===== config.mk =====
export PLATFORM = sky130hd
export DESIGN_NAME = pcsm_engine
export DESIGN_NICKNAME = d
export VERILOG_FILES = /design/src/rtl/pcsm_pkg.sv /design/src/rtl/pcsm_route.sv /design/src/rtl/pcsm_opsel.sv /design/src/rtl/pcsm_alu.sv /design/src/rtl/pcsm_engine.sv
export SDC_FILE = /design/constraint.sdc
export NUM_CORES = 1
export LEC_CHECK = 0
export BUFFER_PORTS_ARGS = -buffer_cell sky130_fd_sc_hd__buf_2
export CAP_MARGIN = 20
export CORE_MARGIN = 2
export CORE_UTILIZATION = 55
export DETAILED_ROUTE_END_ITERATION = 16
export GPL_TIMING_DRIVEN = 0
export PLACE_DENSITY = 0.81
export SYNTH_ARGS = -nofsm -noshare
export SYNTH_HDL_FRONTEND = slang
export SYNTH_SLANG_ARGS = --single-unit
export TNS_END_PERCENT = 10

===== constraint.sdc =====
create_clock -name clk -period 7.9 [get_ports clk]
set_input_delay 1.185 -clock clk [delete_from_list [all_inputs] [get_ports clk]]
set_output_delay 1.185 -clock clk [all_outputs]
set_load 0.01 [all_outputs]

===== src/rtl/pcsm_pkg.sv =====
package pcsm_pkg;
    localparam int CFG_W    = 32;
    localparam int OP_W     = 5;
    localparam int OP_LSB   = 21;   // opcode field in both words
    localparam int TOG_BIT  = 26;   // toggle enable in both words
    localparam int PAT_LSB  = 27;   // match pattern in second word
    localparam int MODE_W   = 5;

    typedef enum logic [2:0] {
        OPK_HOLD0 = 3'b000,
        OPK_HOLD1 = 3'b001,
        OPK_SETP  = 3'b010,
        OPK_SETN  = 3'b011,
        OPK_INC   = 3'b100,
        OPK_DEC   = 3'b101,
        OPK_SHR   = 3'b110,
        OPK_SHL   = 3'b111
    } op_kind_e;
endpackage


===== src/rtl/pcsm_route.sv =====
module pcsm_route #(
    parameter int NPIN = 8,
    localparam int SELW = $clog2(NPIN)
) (
    input  logic [NPIN-1:0] pins_i,
    input  logic [SELW-1:0] sel_a_i,
    input  logic [SELW-1:0] sel_b_i,
    output logic            a_o,
    output logic            b_o
);
    always_comb begin
        a_o = pins_i[sel_a_i];
        b_o = pins_i[sel_b_i];
    end
endmodule


===== src/rtl/pcsm_opsel.sv =====
module pcsm_opsel
    import pcsm_pkg::*;
(
    input  logic                a_i,
    input  logic                b_i,
    input  logic                one_bit_i,
    input  logic                state_i,
    input  logic [CFG_W-1:0]    x_i,
    input  logic [CFG_W-1:0]    y_i,
    output logic                match_o,
    output logic [OP_W-1:0]     eff_op_o,
    output logic                toggle_o
);
    logic [OP_W-1:0] raw_op;
    logic [1:0]      pattern;
    logic            unused_bits;

    assign pattern     = y_i[PAT_LSB +: 2];
    assign unused_bits = ^{x_i[CFG_W-1:TOG_BIT+1], x_i[OP_LSB-1:0],
                           y_i[CFG_W-1:PAT_LSB+2], y_i[OP_LSB-1:0]};

    always_comb begin
        if (one_bit_i)
            match_o = (a_i == (state_i ? pattern[1] : pattern[0]));
        else
            match_o = ({b_i, a_i} == pattern);
        raw_op   = match_o ? y_i[OP_LSB +: OP_W] : x_i[OP_LSB +: OP_W];
        eff_op_o = {raw_op[OP_W-1:1], raw_op[0] ^ state_i};
        toggle_o = eff_op_o[3] & (match_o ? y_i[TOG_BIT] : x_i[TOG_BIT]);
    end
endmodule


===== src/rtl/pcsm_alu.sv =====
module pcsm_alu
    import pcsm_pkg::*;
#(
    parameter int ZW = 32
) (
    input  logic [ZW-1:0] z_i,
    input  logic [2:0]    kind_i,
    output logic [ZW-1:0] z_o
);
    always_comb begin
        unique case (op_kind_e'(kind_i))
            OPK_SETP: z_o = ZW'(1);
            OPK_SETN: z_o = '1;
            OPK_INC:  z_o = z_i + ZW'(1);
            OPK_DEC:  z_o = z_i - ZW'(1);
            OPK_SHR:  z_o = {1'b0, z_i[ZW-1:1]};
            OPK_SHL:  z_o = {z_i[ZW-2:0], 1'b0};
            default:  z_o = z_i;
        endcase
    end
endmodule


===== src/rtl/pcsm_engine.sv =====
module pcsm_engine
    import pcsm_pkg::*;
#(
    parameter int NPIN = 8,
    parameter int ZW   = 32,
    localparam int SELW = $clog2(NPIN)
) (
    input  logic              clk,
    input  logic              rst_n,
    input  logic              cfg_we_i,
    input  logic [MODE_W-1:0] cfg_mode_i,
    input  logic [CFG_W-1:0]  cfg_x_i,
    input  logic [CFG_W-1:0]  cfg_y_i,
    input  logic [SELW-1:0]   cfg_sel_a_i,
    input  logic [SELW-1:0]   cfg_sel_b_i,
    input  logic [NPIN-1:0]   pins_i,
    output logic [ZW-1:0]     z_o,
    output logic              out_en_o,
    output logic              out_o
);
    typedef struct packed {
        logic [MODE_W-1:0] mode;
        logic [CFG_W-1:0]  x;
        logic [CFG_W-1:0]  y;
        logic [SELW-1:0]   sel_a;
        logic [SELW-1:0]   sel_b;
        logic [ZW-1:0]     z;
        logic              state;
    } regs_t;

    regs_t regs_d, regs_q;

    logic            pin_a, pin_b;
    logic            match;
    logic            toggle;
    logic [OP_W-1:0] eff_op;
    logic [ZW-1:0]   alu_z;
    logic            active;

    pcsm_route #(.NPIN(NPIN)) route_i (
        .pins_i  (pins_i),
        .sel_a_i (regs_q.sel_a),
        .sel_b_i (regs_q.sel_b),
        .a_o     (pin_a),
        .b_o     (pin_b)
    );

    pcsm_opsel opsel_i (
        .a_i       (pin_a),
        .b_i       (pin_b),
        .one_bit_i (regs_q.mode[1]),
        .state_i   (regs_q.state),
        .x_i       (regs_q.x),
        .y_i       (regs_q.y),
        .match_o   (match),
        .eff_op_o  (eff_op),
        .toggle_o  (toggle)
    );

    pcsm_alu #(.ZW(ZW)) alu_i (
        .z_i    (regs_q.z),
        .kind_i (eff_op[2:0]),
        .z_o    (alu_z)
    );

    assign active = (regs_q.mode[4:2] == 3'b101);

    always_comb begin
        regs_d = regs_q;
        if (cfg_we_i) begin
            regs_d.mode  = cfg_mode_i;
            regs_d.x     = cfg_x_i;
            regs_d.y     = cfg_y_i;
            regs_d.sel_a = cfg_sel_a_i;
            regs_d.sel_b = cfg_sel_b_i;
            regs_d.z     = '0;
            regs_d.state = 1'b0;
        end else if (active) begin
            regs_d.z     = alu_z;
            regs_d.state = regs_q.state ^ toggle;
        end
    end

    always_ff @(posedge clk or negedge rst_n) begin
        if (!rst_n) regs_q <= '0;
        else        regs_q <= regs_d;
    end

    assign z_o      = regs_q.z;
    assign out_en_o = active & regs_q.mode[0];
    assign out_o    = out_en_o & regs_q.z[0];

    assert_cfg_clear_R9: assert property (@(posedge clk) disable iff (!rst_n)
        cfg_we_i |=> (z_o == '0) && !regs_q.state);

    assert_idle_hold_R8: assert property (@(posedge clk) disable iff (!rst_n)
        (!active && !cfg_we_i) |=> $stable(z_o));

    assert_no_toggle_R6: assert property (@(posedge clk) disable iff (!rst_n)
        (active && !cfg_we_i && !eff_op[3]) |=> $stable(regs_q.state));

    assert_inc_wrap_R10: assert property (@(posedge clk) disable iff (!rst_n)
        (active && !cfg_we_i && eff_op[2:0] == 3'b100) |=> z_o == $past(z_o) + ZW'(1));

    assert_shl_zero_fill_R2: assert property (@(posedge clk) disable iff (!rst_n)
        (active && !cfg_we_i && eff_op[2:0] == 3'b111) |=> !z_o[0]);

    assert_output_gated_R8: assert property (@(posedge clk) disable iff (!rst_n)
        !out_en_o |-> !out_o);
endmodule


=== Word level (Yosys, flattened, before mapping) ===
Index checks and enable logic that the tools add are counted.

* Bits in registers: 100
* Input bits: 86

* Add/subtract/negate cells: 2
* Magnitude comparators: 2
* Eq/ne operators: 9
* Muxes and demuxes: 11
* Bitwise operators: 5
* Reductions and logical operators: 3

{| class="wikitable"
|+ Operators by type and width
! operator !! number
|-
| 32-bit one-hot mux with 6 select lines || 1
|-
| 33-bit two-way mux || 2
|-
| 32-bit by 1-bit adder with 32-bit output, second input constant || 1
|-
| 32-bit by 1-bit subtractor with 32-bit output, second input constant || 1
|-
| 3-bit == test, second input constant || 5
|-
| 3-bit by 4-bit less-than comparator with 1-bit output, second input constant || 2
|-
| 7-bit nonzero test || 1
|-
| 1-bit binary-select mux with 3-bit select || 2
|-
| 3-bit by 2-bit == test with 1-bit output, second input constant || 2
|-
| 1-bit two-way mux || 5
|-
| 4-bit two-way mux || 1
|-
| 1-bit AND || 3
|-
| 2-bit == test || 1
|-
| 2-bit AND reduction || 1
|-
| 2-bit nonzero test || 1
|-
| 1-bit XOR || 2
|-
| 1-bit == test || 1
|}

=== Longest topological paths before layout ===
* Depth in word-level cells: 10
* Gate-level depth with buffers: 21

=== Modules after synthesis ===
Synthesis repeated with hierarchy kept, for this count alone.

* Cells, all modules: 807
* Area total of the unflattened synthesis: 8,008.9 um^2

{| class="wikitable"
|+ By module, submodules not included
! module !! instances !! cells each !! area each (um^2)
|-
| pcsm_engine || 1 || 337 || 4,719.5
|-
| pcsm_alu || 1 || 441 || 2,962.8
|-
| pcsm_opsel || 1 || 23 || 198.9
|-
| pcsm_route || 1 || 6 || 127.6
|}

=== Worst setup path after synthesis ===
Ideal clock, no wire load.

* Kind: input to register
* Start: input pins_i[1]
* End: register regs_q[32], in the netlist z_o[31]
* Arrival time: 6.212 ns
* Data required time: 7.776 ns
* Path slack: 1.564 ns
* Stages: 20
* Path buffers: 2
* Cell sequence: mux4_1 -> mux2_4 -> a221oi_2 -> o22a_1 -> buf_6 -> buf_6 -> mux2_2 -> nor2_2 -> nand2_1 -> inv_1 -> ha_1 -> a21oi_1 -> o21ai_0 -> a221o_1 -> a21o_1 -> a2111o_1 -> a41oi_1 -> xor2_1 -> a21o_1 -> a211o_1

* Longest elaborated chain between the ends: 10
* Elaborated cells between the ends (all ways): 20
* Those cells by class: eq/ne (8); mux (9); bitwise (1); reduce/logical (2)

{| class="wikitable"
|+ Ends and longest elaborated chain
! item !! line !! RTL
|-
| start: declaration || pcsm_engine.sv:16 || <nowiki>input logic [NPIN-1:0] pins_i,</nowiki>
|-
| 1-bit binary-select mux with 3-bit select (on tied branches) || pcsm_route.sv:12, pcsm_route.sv:13 ||
|-
| 1-bit two-way mux (on tied branches) || pcsm_route.sv:12, pcsm_route.sv:13 ||
|-
| 2-bit == test / 1-bit == test (equally long branches) || pcsm_opsel.sv:26, pcsm_opsel.sv:24 ||
|-
| 1-bit two-way mux (*) || pcsm_opsel.sv:23 || <nowiki>if (one_bit_i)</nowiki>
|-
| 4-bit two-way mux (*) || pcsm_opsel.sv:27 || <nowiki>raw_op = match_o ? y_i[OP_LSB +: OP_W] : x_i[OP_LSB +: OP_W];</nowiki>
|-
| 1-bit XOR || pcsm_opsel.sv:28 || <nowiki>eff_op_o = {raw_op[OP_W-1:1], raw_op[0] ^ state_i};</nowiki>
|-
| 3-bit == test / 3-bit by 2-bit == test with 1-bit output (equally long branches) || pcsm_alu.sv:11 || <nowiki>unique case (op_kind_e'(kind_i))</nowiki>
|-
| 32-bit one-hot mux with 6 select lines || pcsm_alu.sv:11 ||
|-
| 33-bit two-way mux || pcsm_engine.sv:78 || <nowiki>end else if (active) begin</nowiki>
|-
| 33-bit two-way mux || pcsm_engine.sv:70 || <nowiki>if (cfg_we_i) begin</nowiki>
|-
| end signal: assignment || pcsm_engine.sv:86 || <nowiki>else regs_q <= regs_d;</nowiki>
|-
| end: declaration || pcsm_engine.sv:31 || <nowiki>regs_t regs_d, regs_q;</nowiki>
|}

Every way passes the cells marked *; elsewhere a longest branch is shown, timed or not. The select of a mux whose other input is x is not followed.
A chain may end at the register's enable or synchronous reset.

=== Worst setup path after layout ===
Same ends and word-level chain as after synthesis.

==> tab_implementation.tex <==
\begin{tabular}{lr}
\hline
Metric & Value \\
\hline
\multicolumn{2}{l}{\textbf{Power and ir drop}} \\
\quad Leakage Power & 2.75 nW \\
\quad Maximum resistive drop on vdd & 0.0000870 V \\
\quad Power density of the placed cells & 151 nW/um\^{}2 \\
\multicolumn{2}{l}{\textbf{CTS}} \\
\quad \# clock sinks & 56 \\
\quad Clk buf depth & 2 \\
\quad Number of buffers inserted by post-CTS setup repair & 0 \\
\quad Total of cells resized after clock tree synthesis & 0 \\
\quad Number of buffers created by CTS & 5 \\
\quad Clock tree root buffer cell & clkbuf\_8 \\
\quad Number of H-tree levels & 2 \\
\quad Insertion delay to the later sink of the worst-skew pair & 0.32 ns \\
\quad CTS clock-pin slew for the worst setup and hold paths & 0.11 ns \\
\quad Number of hold buffers added after CTS & 0 \\
\quad Clock tree from TritonCTS & done \\
\multicolumn{2}{l}{\textbf{Cells and area}} \\
\quad Layout overhead on the synthesized area & 11.7\% \\
\quad Most common library cell in the layout ignoring fill and taps & buf\_2 \\
\quad Final-stage net count & 743 \\
\quad Antenna diodes & 0 \\
\quad Fraction of layout instances using a drive strength above 1 & 0.254 \\
\quad Highest-count cells in the layout ignoring fill and taps & buf\_2, dfrtp\_1, nand2\_1 \\
\quad Final cell utilization of the core & 0.633 \\
\multicolumn{2}{l}{\textbf{Setup path}} \\
\quad Data arrival at the endpoint of the critical path & 7.40 ns \\
\quad Maximum fanout count along the critical path & 30 \\
\quad Type of destination of the critical path & flop \\
\quad Worst reg-to-reg path cell count & 21 \\
\quad Category of the most critical setup path & primary input to flop \\
\quad Critical Path Start Type & primary input \\
\quad Data required time of the critical path & 8.12 ns \\
\multicolumn{2}{l}{\textbf{Die}} \\
\quad Effective utilization at floorplan & 0.567 \\
\quad Total die area & 9760 sq um \\
\quad I/O pins & 120 \\
\quad Floorplan Core Area & 8720 sq um \\
\quad Vert. Die Dim & 98.8 microns \\
\quad Horiz. Die Dim & 98.8 microns \\
\quad Cell Rows & 34 \\
\multicolumn{2}{l}{\textbf{Routing}} \\
\quad Count of routing violations after the opening detailed-route iteration & 396 \\
\quad Routed wire length per instance & 18.2 microns \\
\quad Total length of routed wires & 13.4 mm \\
\quad DRC & 0 \\
\quad Vias/cell & 6.41 \\
\quad Total number of vias & 4710 \\
\quad Iteration count of the initial detailed-routing pass & 5 \\
\quad Number of nets still failing antenna checks after routing & 0 \\
\multicolumn{2}{l}{\textbf{Logic synthesis}} \\
\quad Yosys top cell by area & dfrtp\_1 \\
\quad Synth Area in Simple Gates & 0.136 \\
\quad Post-synthesis async set-or-reset flop share & 1.00 \\
\quad Mapped Cells & 552 \\
\quad Main combinational cell family by area after synthesis & compound AO/OA/AOI/OAI gates \\
\quad Mean Syn Cell Area & 8.95 sq um \\
\quad XOR/XNOR share of the synthesized area & 0.0494 \\
\quad YS warnings & 0 \\
\quad Proportion of synthesized chip area in sequential cells & 0.284 \\
\quad Adder-cell share of the synthesized area & 0.0800 \\
\quad Post-synthesis mux area share & 0.0810 \\
\quad Register bit count reported by yosys & 56 \\
\quad Share of Yosys cell area claimed by the top area cell type & 0.284 \\
\quad Post-Syn Nets & 669 \\
\quad Post-synthesis instance area & 4940 sq um \\
\quad Count of cell types in the netlist & 71 \\
\quad Complex-gate fraction of the synthesized area & 0.281 \\
\quad Number of enable-type register cells in the synthesized netlist & 0 \\
\quad Primary FF master, synth & dfrtp\_1 \\
\quad Leading cell types by total area after synthesis & dfrtp\_1, ha\_1, buf\_4, mux2\_2, nand2\_1 \\
\multicolumn{2}{l}{\textbf{Global route}} \\
\quad Met1 usage in global routing & 0.372 \\
\quad GR met3 Demand/Resource & 0.0355 \\
\quad Maximum number of pins on one net before global-route repair & 38 \\
\quad Met2 Track Usage GR & 0.451 \\
\quad Overall global routing resource usage & 0.274 \\
\quad Most used routing layer & met2 \\
\quad Vias in the first global route & 4504 \\
\quad Gr ovfl total & 0 \\
\quad Initial antenna violation count & 0 \\
\quad Wire length of the first global-routing pass & 21.9 mm \\
\multicolumn{2}{l}{\textbf{Timing}} \\
\quad Final setup skew & 0.00560 ns \\
\quad Slew margin rel. & 0.277 \\
\quad Setup-failing EPs final & 0 \\
\quad Least-Margin Pin Slew & 1.08 ns \\
\quad Final critical path time including I/O delays and setup & 7.18 ns \\
\quad Unrepaired setup endpoints after global routing & false \\
\quad Max Clk Rate & 139 MHz \\
\quad Final-report hold violation count & 0 \\
\quad Period Utilization, post-route & 0.909 \\
\quad Pins over their slew limit & 0 \\
\quad Setup\_tns & 0 ns \\
\multicolumn{2}{l}{\textbf{Run status}} \\
\quad Run status & complete, no violations \\
\multicolumn{2}{l}{\textbf{Placed design}} \\
\quad Final GP Congestion & 0.972 \\
\quad IO buf count & 66 \\
\quad Hpwl dp & 9.98 mm \\
\multicolumn{2}{l}{\textbf{Run}} \\
\quad Maximum Capacitance Violations & 0 \\
\multicolumn{2}{l}{\textbf{Worst hold path}} \\
\quad Path type of the worst min-delay path & flop to flop \\
\quad Number of cells traversed by the worst hold path & 1 \\
\hline
\end{tabular}
[state kept, by name (all words and copies together) (netlist names)]
signal  count
regs_q     24
z_o        32
[layer usage]
layer  vias up  share of wire
met1      2271           0.43
met3        25          0.070
met4         0          0.021
met2       218           0.48
li1       2196              -
met5         -              0
[worst paths after layout]
path / from / slack [ns] / endpoint
worst max-delay path: pins_i[1] / 0.72 / z_o[31]
worst min-delay path: regs_q[106] / 0.52 / regs_q[106]
worst max register to register: regs_q[36] / 1.19 / z_o[31]
worst min register to register: regs_q[106] / 0.52 / regs_q[106]
max in group asynchronous: rst_n / 6.54 / regs_q[95]
min in group asynchronous: rst_n / 0.80 / regs_q[94]
[Yosys cell counts, types with 6 or more instances]
cell type	number
xor2_1	14
o21a_1	10
o21ai_0	32
clkbuf_1	10
o221ai_1	19
mux2_2	21
nor2_1	49
xnor2_1	12
nor3_1	6
nor2b_1	9
nand2_1	55
inv_1	17
buf_4	32
a21o_1	12
a22o_1	22
a21oi_1	26
dfrtp_1	56
a221o_1	8
ha_1	30
buf_2	11
[power by group]
group          total (W)  internal (W)  switching (W)  leakage (nW)
combinational   0.000340      0.000134       0.000206          1.97
clock           0.000169     0.0000640       0.000105        0.0485
sequential      0.000322      0.000303      0.0000191         0.731
total           0.000830      0.000500       0.000330          2.75
[metrics by stage]
step | hold slack (ns) | instance area, sq um | power (W) | cells | setup WS (ns)
after floorplan | 0.471 | 4940 | 0.000565 | 552 | 1.56
after global placement | 0.484 | 5410 | 0.000645 | 726 | 0.646
after detailed placement | 0.496 | 5430 | 0.000658 | 727 | 0.501
after CTS | 0.521 | 5520 | 0.000826 | 735 | 0.853
after global routing | 0.541 | 5520 | 0.000876 | 735 | 0.502
final | 0.518 | 5520 | 0.000830 | 735 | 0.723
[critical path: stages]
cell and delay [ns]:
buf_2 0.10, mux4_1 0.50, mux2_4 0.32, a221oi_2 0.35
o22a_1 0.19, buf_6 0.14, buf_6 0.14, mux2_2 0.36
nor2_2 0.29, nand2_1 0.15, inv_1 0.81, ha_1 0.39
clkbuf_1 0.18, a21o_1 0.23, a31oi_1 0.22, a31o_2 0.19
nand3_1 0.21, a2111o_1 0.45, a41oi_1 0.32, xor2_1 0.14
a21o_1 0.20, a211o_1 0.28
[layout make-up]
type | count | area [sq um]
tap | 108 | 135
inverter | 17 | 63.8
timing repair buffer | 67 | 350
sequential | 56 | 1400
clock inverter | 3 | 22.5
buffer | 57 | 373
multi-input combinational | 422 | 3100
clock buffer | 5 | 68.8
fill | 732 | 3200
[logic make-up after synthesis]
family          count (synthesis)
compound gates                185
xor+xnor                       27
simple gates                  149
mux                            30
fa+ha+maj                      31
flops                          56
buf+inv                        74
No activity file was read; power rests on OpenSTA's default activity.
